==> config.mk <==
export PLATFORM = sky130hd
export DESIGN_NAME = chg_switch_ctrl
export DESIGN_NICKNAME = d
export VERILOG_FILES = /design/src/rtl/chg_switch_pkg.sv /design/src/rtl/chg_rate_det.sv /design/src/rtl/chg_startup_ctl.sv /design/src/rtl/chg_ovp_latch.sv /design/src/rtl/chg_soft_ramp.sv /design/src/rtl/chg_switch_ctrl.sv
export SDC_FILE = /design/constraint.sdc
export NUM_CORES = 1
export LEC_CHECK = 0
export BUFFER_PORTS_ARGS = -buffer_cell sky130_fd_sc_hd__buf_4
export CORE_MARGIN = 2
export CORE_UTILIZATION = 53
export DETAILED_ROUTE_END_ITERATION = 12
export GPL_TIMING_DRIVEN = 0
export PLACE_DENSITY = 0.79
export SETUP_SLACK_MARGIN = 0.15
export SYNTH_ARGS = -nofsm -noshare
export SYNTH_HDL_FRONTEND = slang
export SYNTH_SLANG_ARGS = --single-unit
==> constraint.sdc <==
create_clock -name clk -period 2.12 [get_ports clk]
set_input_delay 0.106 -clock clk [delete_from_list [all_inputs] [get_ports clk]]
set_output_delay 0.106 -clock clk [all_outputs]
set_load 0.005 [all_outputs]
==> src/rtl/chg_switch_pkg.sv <==
package chg_switch_pkg;

  typedef enum logic [1:0] {
    RAMP_HOLD = 2'd0,
    RAMP_UP   = 2'd1,
    RAMP_DOWN = 2'd2
  } ramp_dir_e;

  typedef struct packed {
    logic chg_ok;
    logic above_start;
    logic below_hyst;
    logic ov_sel;
  } sense_t;

endpackage

==> src/rtl/chg_rate_det.sv <==
module chg_rate_det #(
  parameter int PRESC_DIV  = 1000,
  parameter int FAST_TICKS = 125
) (
  input  logic clk,
  input  logic rst_n,
  input  logic pwm_i,
  output logic pwm_rise_o,
  output logic fast_o
);

  localparam int MISS_TICKS = 3 * FAST_TICKS;
  localparam int PW = (PRESC_DIV > 1) ? $clog2(PRESC_DIV) : 1;
  localparam int CW = $clog2(MISS_TICKS + 1);

  logic          pwm_q;
  logic [PW-1:0] presc_q, presc_d;
  logic [CW-1:0] per_q, per_d;
  logic          fast_q, fast_d;
  logic          rise, tick;

  assign rise = pwm_i & ~pwm_q;
  assign tick = (presc_q == PW'(PRESC_DIV - 1));

  always_comb begin
    presc_d = presc_q;
    per_d   = per_q;
    fast_d  = fast_q;
    if (rise) begin
      presc_d = '0;
      per_d   = '0;
      fast_d  = (per_q < CW'(FAST_TICKS));
    end else if (tick) begin
      presc_d = '0;
      if (per_q != CW'(MISS_TICKS)) begin
        per_d = per_q + 1'b1;
        if (per_d == CW'(MISS_TICKS)) begin
          fast_d = 1'b0;
        end
      end
    end else begin
      presc_d = presc_q + 1'b1;
    end
  end

  always_ff @(posedge clk or negedge rst_n) begin
    if (!rst_n) begin
      pwm_q   <= 1'b0;
      presc_q <= '0;
      per_q   <= CW'(MISS_TICKS);
      fast_q  <= 1'b0;
    end else begin
      pwm_q   <= pwm_i;
      presc_q <= presc_d;
      per_q   <= per_d;
      fast_q  <= fast_d;
    end
  end

  assign pwm_rise_o = rise;
  assign fast_o     = fast_q;

  AST_FAST_FROM_EDGE: assert property (@(posedge clk) disable iff (!rst_n)
    $rose(fast_q) |-> $past(rise));

  AST_PERIOD_SAT: assert property (@(posedge clk) disable iff (!rst_n)
    per_q <= CW'(MISS_TICKS));

endmodule

==> src/rtl/chg_startup_ctl.sv <==
module chg_startup_ctl (
  input  logic clk,
  input  logic rst_n,
  input  logic mode_i,
  input  logic clear_i,
  input  logic above_start_i,
  input  logic below_hyst_i,
  output logic en_o
);

  logic cutoff_q, cutoff_d;

  always_comb begin
    cutoff_d = cutoff_q;
    if (clear_i) begin
      cutoff_d = 1'b0;
    end else if (above_start_i) begin
      cutoff_d = 1'b1;
    end else if (below_hyst_i) begin
      cutoff_d = 1'b0;
    end
  end

  always_ff @(posedge clk or negedge rst_n) begin
    if (!rst_n) begin
      cutoff_q <= 1'b0;
    end else begin
      cutoff_q <= cutoff_d;
    end
  end

  assign en_o = mode_i & ~above_start_i & (~cutoff_q | below_hyst_i);

  AST_CUTOFF_HOLDS: assert property (@(posedge clk) disable iff (!rst_n)
    (above_start_i && !clear_i) |=> (!en_o || below_hyst_i));

endmodule

==> src/rtl/chg_ovp_latch.sv <==
module chg_ovp_latch (
  input  logic clk,
  input  logic rst_n,
  input  logic ov_i,
  input  logic pwm_i,
  input  logic chg_ok_i,
  output logic prot_o
);

  logic prot_q, prot_d;

  always_comb begin
    prot_d = prot_q;
    if (!chg_ok_i) begin
      prot_d = 1'b0;
    end else if (ov_i) begin
      prot_d = 1'b1;
    end else if (!pwm_i) begin
      prot_d = 1'b0;
    end
  end

  always_ff @(posedge clk or negedge rst_n) begin
    if (!rst_n) begin
      prot_q <= 1'b0;
    end else begin
      prot_q <= prot_d;
    end
  end

  assign prot_o = prot_q;

  AST_PROT_STICKY: assert property (@(posedge clk) disable iff (!rst_n)
    (prot_q && pwm_i && chg_ok_i) |=> prot_q);

  AST_POR_RELEASE: assert property (@(posedge clk) disable iff (!rst_n)
    !chg_ok_i |=> !prot_q);

endmodule

==> src/rtl/chg_soft_ramp.sv <==
module chg_soft_ramp
  import chg_switch_pkg::*;
#(
  parameter int LVL_W    = 3,
  parameter int STEP_CYC = 64
) (
  input  logic             clk,
  input  logic             rst_n,
  input  logic             req_i,
  input  logic             kill_i,
  output logic [LVL_W-1:0] level_o,
  output logic             on_o
);

  localparam int RAMP_MAX = (1 << LVL_W) - 1;
  localparam int SW = (STEP_CYC > 1) ? $clog2(STEP_CYC) : 1;

  logic [LVL_W-1:0] level_q, level_d;
  logic [SW-1:0]    cnt_q, cnt_d;
  ramp_dir_e        dir;
  logic             step_due;

  always_comb begin
    if (req_i && (level_q != LVL_W'(RAMP_MAX))) begin
      dir = RAMP_UP;
    end else if (!req_i && (level_q != '0)) begin
      dir = RAMP_DOWN;
    end else begin
      dir = RAMP_HOLD;
    end
  end

  assign step_due = (cnt_q == SW'(STEP_CYC - 1));

  always_comb begin
    level_d = level_q;
    cnt_d   = '0;
    if (kill_i) begin
      level_d = '0;
    end else if (dir != RAMP_HOLD) begin
      if (step_due) begin
        level_d = (dir == RAMP_UP) ? level_q + 1'b1 : level_q - 1'b1;
      end else begin
        cnt_d = cnt_q + 1'b1;
      end
    end
  end

  always_ff @(posedge clk or negedge rst_n) begin
    if (!rst_n) begin
      level_q <= '0;
      cnt_q   <= '0;
    end else begin
      level_q <= level_d;
      cnt_q   <= cnt_d;
    end
  end

  assign level_o = kill_i ? '0 : level_q;
  assign on_o    = |level_o;

  AST_ONE_STEP: assert property (@(posedge clk) disable iff (!rst_n)
    !kill_i |=> ((level_q == $past(level_q)) ||
                 (level_q == $past(level_q) + 1'b1) ||
                 (level_q + 1'b1 == $past(level_q))));

endmodule

==> src/rtl/chg_switch_ctrl.sv <==
module chg_switch_ctrl
  import chg_switch_pkg::*;
#(
  parameter int PRESC_DIV  = 1000,
  parameter int FAST_TICKS = 125,
  parameter int LVL_W      = 3,
  parameter int STEP_CYC   = 64
) (
  input  logic             clk,
  input  logic             rst_n,
  input  logic             chg_ok_i,
  input  logic             above_start_i,
  input  logic             below_hyst_i,
  input  logic             ov_lo_i,
  input  logic             ov_hi_i,
  input  logic             lim_sel_i,
  input  logic             pwm_i,
  output logic             ovp_hi_sel_o,
  output logic             startup_en_o,
  output logic             sw_on_o,
  output logic [LVL_W-1:0] sw_level_o
);

  sense_t sense;
  logic   hi_sel_q;
  logic   fast, pwm_rise, prot, st_en, st_mode, sw_req, kill;

  always_ff @(posedge clk or negedge rst_n) begin
    if (!rst_n) begin
      hi_sel_q <= 1'b0;
    end else begin
      hi_sel_q <= lim_sel_i;
    end
  end

  always_comb begin
    sense.chg_ok      = chg_ok_i;
    sense.above_start = above_start_i;
    sense.below_hyst  = below_hyst_i;
    sense.ov_sel      = hi_sel_q ? ov_hi_i : ov_lo_i;
  end

  chg_rate_det #(
    .PRESC_DIV  (PRESC_DIV),
    .FAST_TICKS (FAST_TICKS)
  ) u_rate (
    .clk        (clk),
    .rst_n      (rst_n),
    .pwm_i      (pwm_i),
    .pwm_rise_o (pwm_rise),
    .fast_o     (fast)
  );

  assign st_mode = sense.chg_ok & ~pwm_i & ~fast & ~sense.ov_sel;

  chg_startup_ctl u_start (
    .clk           (clk),
    .rst_n         (rst_n),
    .mode_i        (st_mode),
    .clear_i       (~sense.chg_ok),
    .above_start_i (sense.above_start),
    .below_hyst_i  (sense.below_hyst),
    .en_o          (st_en)
  );

  chg_ovp_latch u_ovp (
    .clk      (clk),
    .rst_n    (rst_n),
    .ov_i     (sense.ov_sel),
    .pwm_i    (pwm_i),
    .chg_ok_i (sense.chg_ok),
    .prot_o   (prot)
  );

  assign kill   = sense.ov_sel | ~sense.chg_ok;
  assign sw_req = sense.chg_ok & ~prot & ~sense.ov_sel & (fast | pwm_i);

  chg_soft_ramp #(
    .LVL_W    (LVL_W),
    .STEP_CYC (STEP_CYC)
  ) u_ramp (
    .clk     (clk),
    .rst_n   (rst_n),
    .req_i   (sw_req),
    .kill_i  (kill),
    .level_o (sw_level_o),
    .on_o    (sw_on_o)
  );

  assign ovp_hi_sel_o = hi_sel_q;
  assign startup_en_o = st_en;

  AST_OV_CUTS_NOW: assert property (@(posedge clk) disable iff (!rst_n)
    ((ov_lo_i && !ovp_hi_sel_o) || (ov_hi_i && ovp_hi_sel_o))
      |-> (!sw_on_o && sw_level_o == '0 && !startup_en_o));

  AST_STARTUP_EXCL: assert property (@(posedge clk) disable iff (!rst_n)
    startup_en_o |-> (!pwm_i && chg_ok_i));

  AST_LIM_TRACK: assert property (@(posedge clk) disable iff (!rst_n)
    lim_sel_i |=> ovp_hi_sel_o);

  AST_NO_CHARGER_OFF: assert property (@(posedge clk) disable iff (!rst_n)
    !chg_ok_i |-> (!sw_on_o && !startup_en_o));

endmodule

# After elaboration in Yosys (flattened, before gate mapping)
# Index checks and enable logic that the tools add are counted.
dict set report totals {
  wordCells 83
  register_bits 33
  in_bits 9
}
dict set report classes {
  bitwise 20
  n_mux 26
  eq_ne 8
  addsub 5
  n_reduce_logical 14
  magnitude_cmp 1
}
# operator count
set ops {}
lappend ops {{two-way mux 9 bit} 3}
lappend ops {{two-way mux 10 bit} 2}
lappend ops {{two-way mux 6 bit} 3}
lappend ops {{two-way mux 3 bit} 5}
lappend ops {{nonzero test 2 bit} 6}
lappend ops {{two-way mux 1 bit} 11}
lappend ops {{adder 10 x 1 -> 10 bit (second input constant)} 1}
lappend ops {{== test 10 bit (second input constant)} 1}
lappend ops {{adder 9 x 1 -> 9 bit (second input constant)} 1}
lappend ops {{AND 1 bit} 9}
lappend ops {{== test 9 bit (second input constant)} 1}
lappend ops {{less-than comparator 9 x 7 -> 1 bit (second input constant)} 1}
lappend ops {{!= test 9 bit (second input constant)} 1}
lappend ops {{inverter 1 bit} 8}
lappend ops {{adder 6 x 1 -> 6 bit (second input constant)} 1}
lappend ops {{== test 6 bit (second input constant)} 1}
lappend ops {{two-way mux 2 bit} 2}
lappend ops {{AND reduction 2 bit} 2}
lappend ops {{adder 3 x 1 -> 3 bit (second input constant)} 1}
lappend ops {{!= test 3 x 1 -> 1 bit (second input constant)} 1}
lappend ops {{!= test 3 x 2 -> 1 bit (second input constant)} 1}
lappend ops {{!= test 3 bit (second input constant)} 1}
lappend ops {{bitwise OR 1 bit} 3}
lappend ops {{AND reduction 3 bit} 1}
lappend ops {{6 further kinds} 7}

# Depth between registers and ports, before layout
# Gate-level depths: netlist (run 1).
dict set report logic_depth {
  depth_word 13
  ltp_mapped 7
  depth_no_buf 7
}

# Cells and area by module
# From an unflattened synthesis (run 1), not the netlist that was laid out.
dict set report hier_totals {
  cells_unflattened 182
  area_unflattened_um2 1776.7
}
# module area_each_um2 seq_area_each_um2 cells_each instances
set modules_own_cells {}
lappend modules_own_cells {chg_rate_det 1092.3 534.3 114 1}
lappend modules_own_cells {chg_soft_ramp 516.7 225.2 53 1}
lappend modules_own_cells {chg_switch_ctrl 70.1 25.0 8 1}
lappend modules_own_cells {chg_startup_ctl 61.3 25.0 4 1}
lappend modules_own_cells {chg_ovp_latch 36.3 25.0 3 1}

# Least setup slack after synthesis (run 1)
# OpenSTA, ideal clock, no wires.
dict set report synth_path {
  path_type {reg2reg}
  startpoint {register hi_sel_q, in the netlist ovp_hi_sel_o}
  endpoint {register u_ramp.level_q[2]}
  setup_time_ns 0.125
  synth_period_minus_slack_ns 2.267
  stages_incl_launch_ff 8
  path_buffers 0
  required_time_ns 1.995
  path_slack_ns -0.147
  arrival_ns 2.142
  path_cell_list {dfrtp_1 mux2i_1 nand2_1 nor3_1 fa_1 or3_1 a211oi_1 mux2_2}
}
dict set report synth_between {
  elab_chain_len 13
  word_cells_on_any_way 19
  cone_classes {eq/ne (1); mux (7); bitwise (4); reduce/logical (7)}
}
# item line
set synth_lines {}
lappend synth_lines {{from (decl)} chg_switch_ctrl.sv:25} ;# logic hi_sel_q;
lappend synth_lines {{from (signal assigned)} chg_switch_ctrl.sv:32} ;# hi_sel_q <= lim_sel_i;
lappend synth_lines {{two-way mux 1 bit (*)} chg_switch_ctrl.sv:40} ;# sense.ov_sel = hi_sel_q ? ov_hi_i : ov_lo_i;
lappend synth_lines {{inverter 1 bit} chg_switch_ctrl.sv:76} ;# assign sw_req = sense.chg_ok & ~prot & ~sense.ov_sel & (fast | pwm_i);
lappend synth_lines {{AND 1 bit (2 in a row)} chg_switch_ctrl.sv:76}
lappend synth_lines {{zero test 1 bit} chg_soft_ramp.sv:26} ;# end else if (!req_i && (level_q != '0)) begin
lappend synth_lines {{logical AND 1 bit} chg_soft_ramp.sv:26}
lappend synth_lines {{two-way mux 2 bit} chg_soft_ramp.sv:26}
lappend synth_lines {{two-way mux 2 bit} chg_soft_ramp.sv:24} ;# if (req_i && (level_q != LVL_W'(RAMP_MAX))) begin
lappend synth_lines {{== test 2 x 1 -> 1 bit} chg_soft_ramp.sv:42} ;# level_d = (dir == RAMP_UP) ? level_q + 1'b1 : level_q - 1'b1;
lappend synth_lines {{two-way mux 3 bit} chg_soft_ramp.sv:42}
lappend synth_lines {{two-way mux 3 bit} chg_soft_ramp.sv:41} ;# if (step_due) begin
lappend synth_lines {{two-way mux 3 bit} chg_soft_ramp.sv:40} ;# end else if (dir != RAMP_HOLD) begin
lappend synth_lines {{two-way mux 3 bit} chg_soft_ramp.sv:38} ;# if (kill_i) begin
lappend synth_lines {{to (signal assigned)} chg_soft_ramp.sv:54} ;# level_q <= level_d;
lappend synth_lines {{to (decl)} chg_soft_ramp.sv:18} ;# logic [LVL_W-1:0] level_q, level_d;
# Every way passes the cells marked *; elsewhere a longest branch is shown, timed or not. The select of a mux whose other input is x is not followed.
# A chain may end at the register's enable or synchronous reset.

# Worst setup path in the final report (run 1)
# Same ends and word-level chain as after synthesis.

==> results of run 1 <==
## per-layer routing
| layer | part of all wire (%) | up-vias | track usage, % |
|---|---|---|---|
| li1 | - | 736 | - |
| met1 | 42 | 815 | 26.0 |
| met2 | 52 | 46 | 37.6 |
| met3 | 4.0 | 10 | 6.30 |
| met4 | 2.4 | 0 | 8.51 |
| met5 | 0 | - | 0 |
## area by class of cell
cell class	instances	area, sq um
inverters	8	30.0
multi-input cells	141	1010
plain buffers	2	18.8
repair buffers	33	258
flip-flops and latches	33	838
clock buffers	5	37.5
clock inverters	3	17.5
well taps	44	55.1
fillers	237	836
## cell usage in the layout, fill, tap and decap left out, types with 2 or more instances in the layout
master and count:
clkinv_2 2, xnor2_1 8, inv_1 8, dfrtp_1 23, nand4_1 2, buf_4 29
dfrtp_2 3, a21oi_2 4, clkbuf_4 6, ha_4 2, or3_1 5, nand2_4 2
o31ai_1 2, nor3_1 6, a21oi_1 7, ha_1 2, a311oi_1 2, dlygate4sd3_1 4
o21ai_0 10, and3_1 6, nor4_2 2, xor2_1 5, or3_4 3, and2_1 3
or4_4 4, nand2_1 12, nor2_1 20, dfstp_2 7, nand3_1 11
## Yosys cell counts, drive strengths merged (2+ instances only)
library cell  number  area share, %
dfrtp             26             37
nor2              20            4.3
nand2             15            3.2
a21oi             11            3.1
nand3             11            3.1
o21ai             10            2.8
or3                9            3.3
inv                8            1.7
xnor2              8            4.0
and3               7            2.5
dfstp              7             10
nor3               7            2.0
or4                5            2.6
xor2               5            2.5
ha                 4            2.8
and2               3            1.1
nand4              3            1.4
a311oi             2           0.99
mux2               2            1.3
mux2i              2            1.1
nor4               2           0.71
o31ai              2           0.85
## tightest hold or removal path, stage by stage
cell and delay (ns):
buf_4 0.14, nand2_1 0.07, a21boi_0 0.09
## timing repair
| item | CTS | global route |
|---|---|---|
| resized for setup | 6 | 23 |
| setup buffers | 2 | 13 |
| endpoints found under the setup margin | 7 | 10 |
| gates cloned | 0 | 0 |
| hold endpoints to repair | 35 | 0 |
| pin swaps | 1 | 15 |
| hold buffers | 4 | 0 |
## final timing paths
kind	start	end
worst min register to register	u_ramp.cnt_q[0]$_DFF_PN0_	u_ramp.cnt_q[0]$_DFF_PN0_
min in group asynchronous	rst_n	u_ramp.level_q[1]$_DFFE_PN0P_
max in group asynchronous	rst_n	u_rate.per_q[2]$_DFFE_PN1P_
worst max register to register	ovp_hi_sel_o$_DFF_PN0_	u_ramp.level_q[2]$_DFFE_PN0P_
worst max-delay path	ovp_hi_sel_o$_DFF_PN0_	u_ramp.level_q[2]$_DFFE_PN0P_
worst min-delay path	pwm_i	u_ovp.prot_o$_DFFE_PN0P_
## power by group
| group | leakage [nW] | switching (W) | internal, W | total, W |
|---|---|---|---|---|
| clock | 0.0310 | 0.000243 | 0.000125 | 0.000368 |
| combinational | 0.491 | 0.0000930 | 0.0000975 | 0.000190 |
| sequential | 0.415 | 0.0000517 | 0.000668 | 0.000720 |
| total | 0.937 | 0.000387 | 0.000890 | 0.00128 |
## registers in the layout (all words and copies together), names as in the netlist
name,flops
u_ramp.cnt_q,6
u_rate.presc_q,10
u_ramp.level_q,3
u_rate.fast_o,1
u_ovp.prot_o,1
u_rate.per_q,9
u_rate.pwm_q,1
u_start.cutoff_q,1
ovp_hi_sel_o,1
## logic make-up (layout without fill, tap and decap cells)
family,count (synthesis),in the layout
compound gates,30,30
xor+xnor,13,13
simple gates,89,89
flops,33,33
buf+inv,10,51
fa+ha+maj,5,5
mux,4,4
## stage by stage
stage	hold slack [ns]	util [%]	setup WS, ns	setup TNS [ns]	cells
after CTS	0.0242	67.0	0.0425	0	256
after global placement	0.0631	62.7	-0.0684	-0.0684	242
after floorplan	-0.190	-	0.0374	0	184
final	0.0626	73.1	-0.0216	-0.0216	269
after global routing	0.0622	73.1	-0.0546	-0.0546	269
after detailed placement	0.0705	62.7	-0.0875	-0.0875	242
==> results.sh, run 1 <==
export IMPL_outcome="finished, violations left"
export IMPL_violations="negative setup slack"
export IMPL_holdPathStages=3
export IMPL_final_nets=238
export IMPL_grt_max_degree=34
export IMPL_cpPeakStageDelay_ns=0.42
export IMPL_critPathCaptureType="register"
export IMPL_cpMaxStageDelayCell="dfrtp_1"
export IMPL_area_growth_pct=28.6
export IMPL_fin_skew_ns=0.0260
export IMPL_p_per_area_nw_per_um2=564
export IMPL_worst_pin_slew_ns=0.693
export IMPL_ys_warnings_count=0
export IMPL_grt_first_pass_wirelength_um=6090
export IMPL_drc=0
export IMPL_min_period_ns=2.14
export IMPL_fmax_ghz=0.467
export IMPL_path_cells="mux2i_2 -> nand2_2 -> nor3_2 -> fa_2 -> or3_4 -> a211oi_2 -> mux2_4"
export IMPL_path_class="reg2reg"
export IMPL_core_rowCount=20
export IMPL_htreeDepth=2
export IMPL_first_global_vias=1429
export IMPL_syn_nets=198
export IMPL_start_util_pct=56.8
export IMPL_synthArstFlopShare_pct=100
export IMPL_clkSlewWorstSetupHoldPaths_ns=0.13
export IMPL_synthAdderAreaFrac_pct=3.97
export IMPL_synth_edf_count=0
export IMPL_dr_first_iter_drc_count=116
export IMPL_finalHoldViolCount=0
export IMPL_synth_compound_area_share_pct=9.94
export IMPL_muxShareOfSynthArea_pct=2.41
export IMPL_cp_top_family="simple AND/OR/NAND/NOR gates"
export IMPL_cts_tree="yes"
export IMPL_dp_hpwl_um=2500
export IMPL_hold_path_class="in2reg"
export IMPL_clock_sinks=33
export IMPL_layout_drive_gt1_share_pct=34.7
export IMPL_critical_path_depth=7
export IMPL_synth_area_sq_um=1760
export IMPL_ys_flop_type="dfrtp_1"
export IMPL_ys_seq_area_share_pct=47.3
export IMPL_n_antenna_cell=0
export IMPL_fp_dieH_um=61.7
export IMPL_die_area_sq_um=3800
export IMPL_synth_avg_cell_area_sq_um=9.58
export IMPL_antenna_found_initial=0
export IMPL_maxCapViolations=0
export IMPL_rsz0062_at_grt="true"
export IMPL_arrival_ns=2.41
export IMPL_ant_nets=0
export IMPL_worstSkewPairLatency_ns=0.37
export IMPL_ys_ff_latch=33
export IMPL_critPathBufInv=0
export IMPL_coreArea_sq_um=3100
export IMPL_wl_per_cell_um=16.2
export IMPL_vdd_ir_drop_max_uv=406
export IMPL_synthCells=184
export IMPL_num_io_pins=15
export IMPL_finalSetupViolations=1
export IMPL_period_share_pct=101
export IMPL_io_buffers=14
export IMPL_cp_start_kind="register"
export IMPL_grt_ovfl_total=0
export IMPL_required_ns=2.39
export IMPL_grt_usage_pct=22.0
export IMPL_cts_buffers=5
export IMPL_postLayoutCellArea_sq_um=2270
export IMPL_synthSimpleGateAreaFrac_pct=27.3
export IMPL_yosysUniqueCellTypes=40
export IMPL_gp_congestion=0.873
export IMPL_routed_wirelength_um=4360
export IMPL_route_vias_total=1607
export IMPL_ctsLongestPathBuffers=2
export IMPL_firstDrtPassIters=4
export IMPL_power_w=0.00128
export IMPL_p_leak_nw=0.937
export IMPL_reg2reg_slack_ns=-0.02
export IMPL_place_area_sq_um=1950
export IMPL_cts_root_buffer="clkbuf_4"
export IMPL_max_slew_margin_pct=53.4
export IMPL_die_x_um=61.7
export IMPL_synth_xor_xnor_area_share_pct=6.46
export IMPL_post_drt_via_cell_ratio=5.97
export IMPL_reg2reg_depth=7
export IMPL_worst_slack_ns=-0.0216
export IMPL_synth_top_family_by_area="simple AND/OR/NAND/NOR gates"
export IMPL_final_max_slew_violation_count=0
export IMPL_crit_fanout=3
(Power assumes the default switching activity.)
==> inputs of run 2 (changes only) <==
CORE_MARGIN = 3   (was 2)
==> run 2 against run 1 <==
Net effect: the run still ends with negative setup slack left; sequential power decreased by 0.6%; register-to-register slack improved by 0.02 ns; sequential share of layout area rose by 1.7 points; clock power shrank 6.5%; flip-flop and latch count is the same; power fell by 2.3%; worst setup slack improved by 0.020 ns; combinational power about the same; worst hold slack lost 0.033 ns; fmax is 0.93% higher; utilization decreased by 3.0 points; die area rose by 6.6%.
==> results.sh, run 2 (same netlist as run 1, synthesis figures left out) <==
export IMPL_outcome="finished, violations left"
export IMPL_violations="negative setup slack"
export IMPL_fin_skew_ns=0.00874
export IMPL_critPathCaptureType="register"
export IMPL_dr_first_iter_drc_count=125
export IMPL_period_share_pct=100
export IMPL_min_from="chg_ok_i"
export IMPL_wl_per_cell_um=15.2
export IMPL_dp_hpwl_um=2590
export IMPL_layout_drive_gt1_share_pct=30.9
export IMPL_finalSetupViolations=1
export IMPL_clock_sinks=33
export IMPL_top_register="u_rate.presc_q"
export IMPL_cts_root_buffer="clkbuf_4"
export IMPL_post_drt_via_cell_ratio=5.74
export IMPL_hold_path_endpoint="u_start.cutoff_q$_DFFE_PN0P_"
export IMPL_area_growth_pct=23.3
export IMPL_hold_path_class="in2reg"
export IMPL_die_area_sq_um=4050
export IMPL_rsz0062_at_grt="true"
export IMPL_maxCapViolations=0
export IMPL_grt_max_degree=34
export IMPL_final_common_cell="buf_4"
export IMPL_min_period_ns=2.12
export IMPL_crit_fanout=4
export IMPL_routed_wirelength_um=3960
export IMPL_cts_tree="yes"
export IMPL_worstSkewPairLatency_ns=0.34
export IMPL_final_nets=230
export IMPL_pre_cts_ws_ns=-0.103
export IMPL_path_class="reg2reg"
export IMPL_timing_setup_tns_ns=-0.00181
export IMPL_start_util_pct=56.8
export IMPL_startpoint="ovp_hi_sel_o$_DFF_PN0_"
export IMPL_finalHoldViolCount=0
export IMPL_worst_pin_slew_ns=0.619
export IMPL_fp_dieH_um=63.7
export IMPL_place_area_sq_um=1950
export IMPL_first_global_vias=1454
export IMPL_ant_nets=0
export IMPL_p_leak_nw=0.865
export IMPL_final_cell_mix="buf_4 (23), dfrtp_1 (22), nor2_1 (20), nand2_1 (13), nand3_1 (11)"
export IMPL_largest_reg_flops=10
export IMPL_grt_ovfl_total=0
export IMPL_gp_congestion=0.934
export IMPL_grt_usage_pct=21.0
export IMPL_num_io_pins=15
export IMPL_core_rowCount=20
export IMPL_coreArea_sq_um=3100
export IMPL_holdPathStages=2
export IMPL_reg2reg_from="ovp_hi_sel_o$_DFF_PN0_"
export IMPL_vdd_ir_drop_max_uv=400
export IMPL_postLayoutCellArea_sq_um=2170
export IMPL_reg2reg_slack_ns=-0.002
export IMPL_firstDrtPassIters=4
export IMPL_antenna_found_initial=0
export IMPL_arrival_ns=2.36
export IMPL_cp_start_kind="register"
export IMPL_reg2reg_depth=7
export IMPL_fmax_ghz=0.471
export IMPL_top_regs="u_rate.presc_q x10, u_rate.per_q x9, u_ramp.cnt_q x6"
export IMPL_p_per_area_nw_per_um2=574
export IMPL_grt_first_pass_wirelength_um=6640
export IMPL_n_antenna_cell=0
export IMPL_io_buffers=14
export IMPL_timing_rr_end="u_ramp.level_q[2]$_DFFE_PN0P_"
export IMPL_worst_slack_ns=-0.00181
export IMPL_required_ns=2.35
export IMPL_ctsLongestPathBuffers=2
export IMPL_max_slew_margin_pct=58.4
export IMPL_route_vias_total=1498
export IMPL_htreeDepth=2
export IMPL_die_x_um=63.7
export IMPL_cts_buffers=5
export IMPL_final_max_slew_violation_count=0
export IMPL_drc=0
export IMPL_clkSlewWorstSetupHoldPaths_ns=0.10
-- run 2: changes by cell type in the layout (fill, tap and decap cells not counted), sizes merged --
cell	previous run	this run
buf	30	24
clkinvlp	1	0
dlygate4sd3	4	3
-- run 2: stage by stage --
step	hold WS [ns]	power, W	utilization (%)	std cells
6_report	0.0297	0.00125	70.0	261
5_1_grt	0.0106	0.00131	70.0	261
2_1_floorplan	-0.190	0.000796	-	184
3_5_place_dp	0.0678	0.000855	62.7	242
3_3_place_gp	0.0624	0.000841	62.7	242
4_1_cts	0.0119	0.00121	66.7	255
-- run 2: critical path: stages (launching register included) --
cell and delay [ns]:
dfrtp_1 0.41, mux2i_2 0.19, nand2_2 0.10, nor3_2 0.06, fa_2 0.35, or3_1 0.37
a211oi_2 0.23, mux2_4 0.32
-- run 2: worst max path at each step --
stage	to	slack [ns]	cells past startpoint
floorplan	u_ramp.level_q[2]$_DFFE_PN0P_	0.04	7
global placement	u_ramp.level_q[2]$_DFFE_PN0P_	-0.06	6
detailed placement	u_ramp.level_q[2]$_DFFE_PN0P_	-0.10	6
CTS	u_ramp.level_q[2]$_DFFE_PN0P_	0.03	7
global route	u_ramp.level_q[2]$_DFFE_PN0P_	-0.10	7
finish	u_ramp.level_q[2]$_DFFE_PN0P_	-0.002	7
-- run 2: what timing repair did --
action                                  in CTS  in global routing
endpoints found under the hold margin       29                  0
endpoints found under the setup margin       6                 13
gates cloned                                 0                  0
buffers inserted                             2                  6
hold buffers                                 3                  0
resized for setup                            6                 18
pin swaps                                    1                  7
-- run 2: report_power, final --
group	switching (W)	internal, W	leakage [nW]
clock	0.000217	0.000126	0.0320
combinational	0.0000905	0.0000980	0.419
sequential	0.0000478	0.000668	0.414
-- run 2: layout make-up --
type	instances	area (sq um)
buffer	2	18.8
clock buffer	6	41.3
clock inverter	2	10.0
fill	258	930
inverter	8	30.0
multi-input combinational	141	983
sequential	33	840
tap	44	55.1
timing repair buffer	25	195
-- run 2: per-layer routing --
metal  track usage [%]  vias up  routed length (um)
li1                  -      720                   -
met1              26.1      724                1670
met2              34.2       43                1980
met3              5.35       11                 224
met4              9.16        0                  89
met5                 0        -                   0
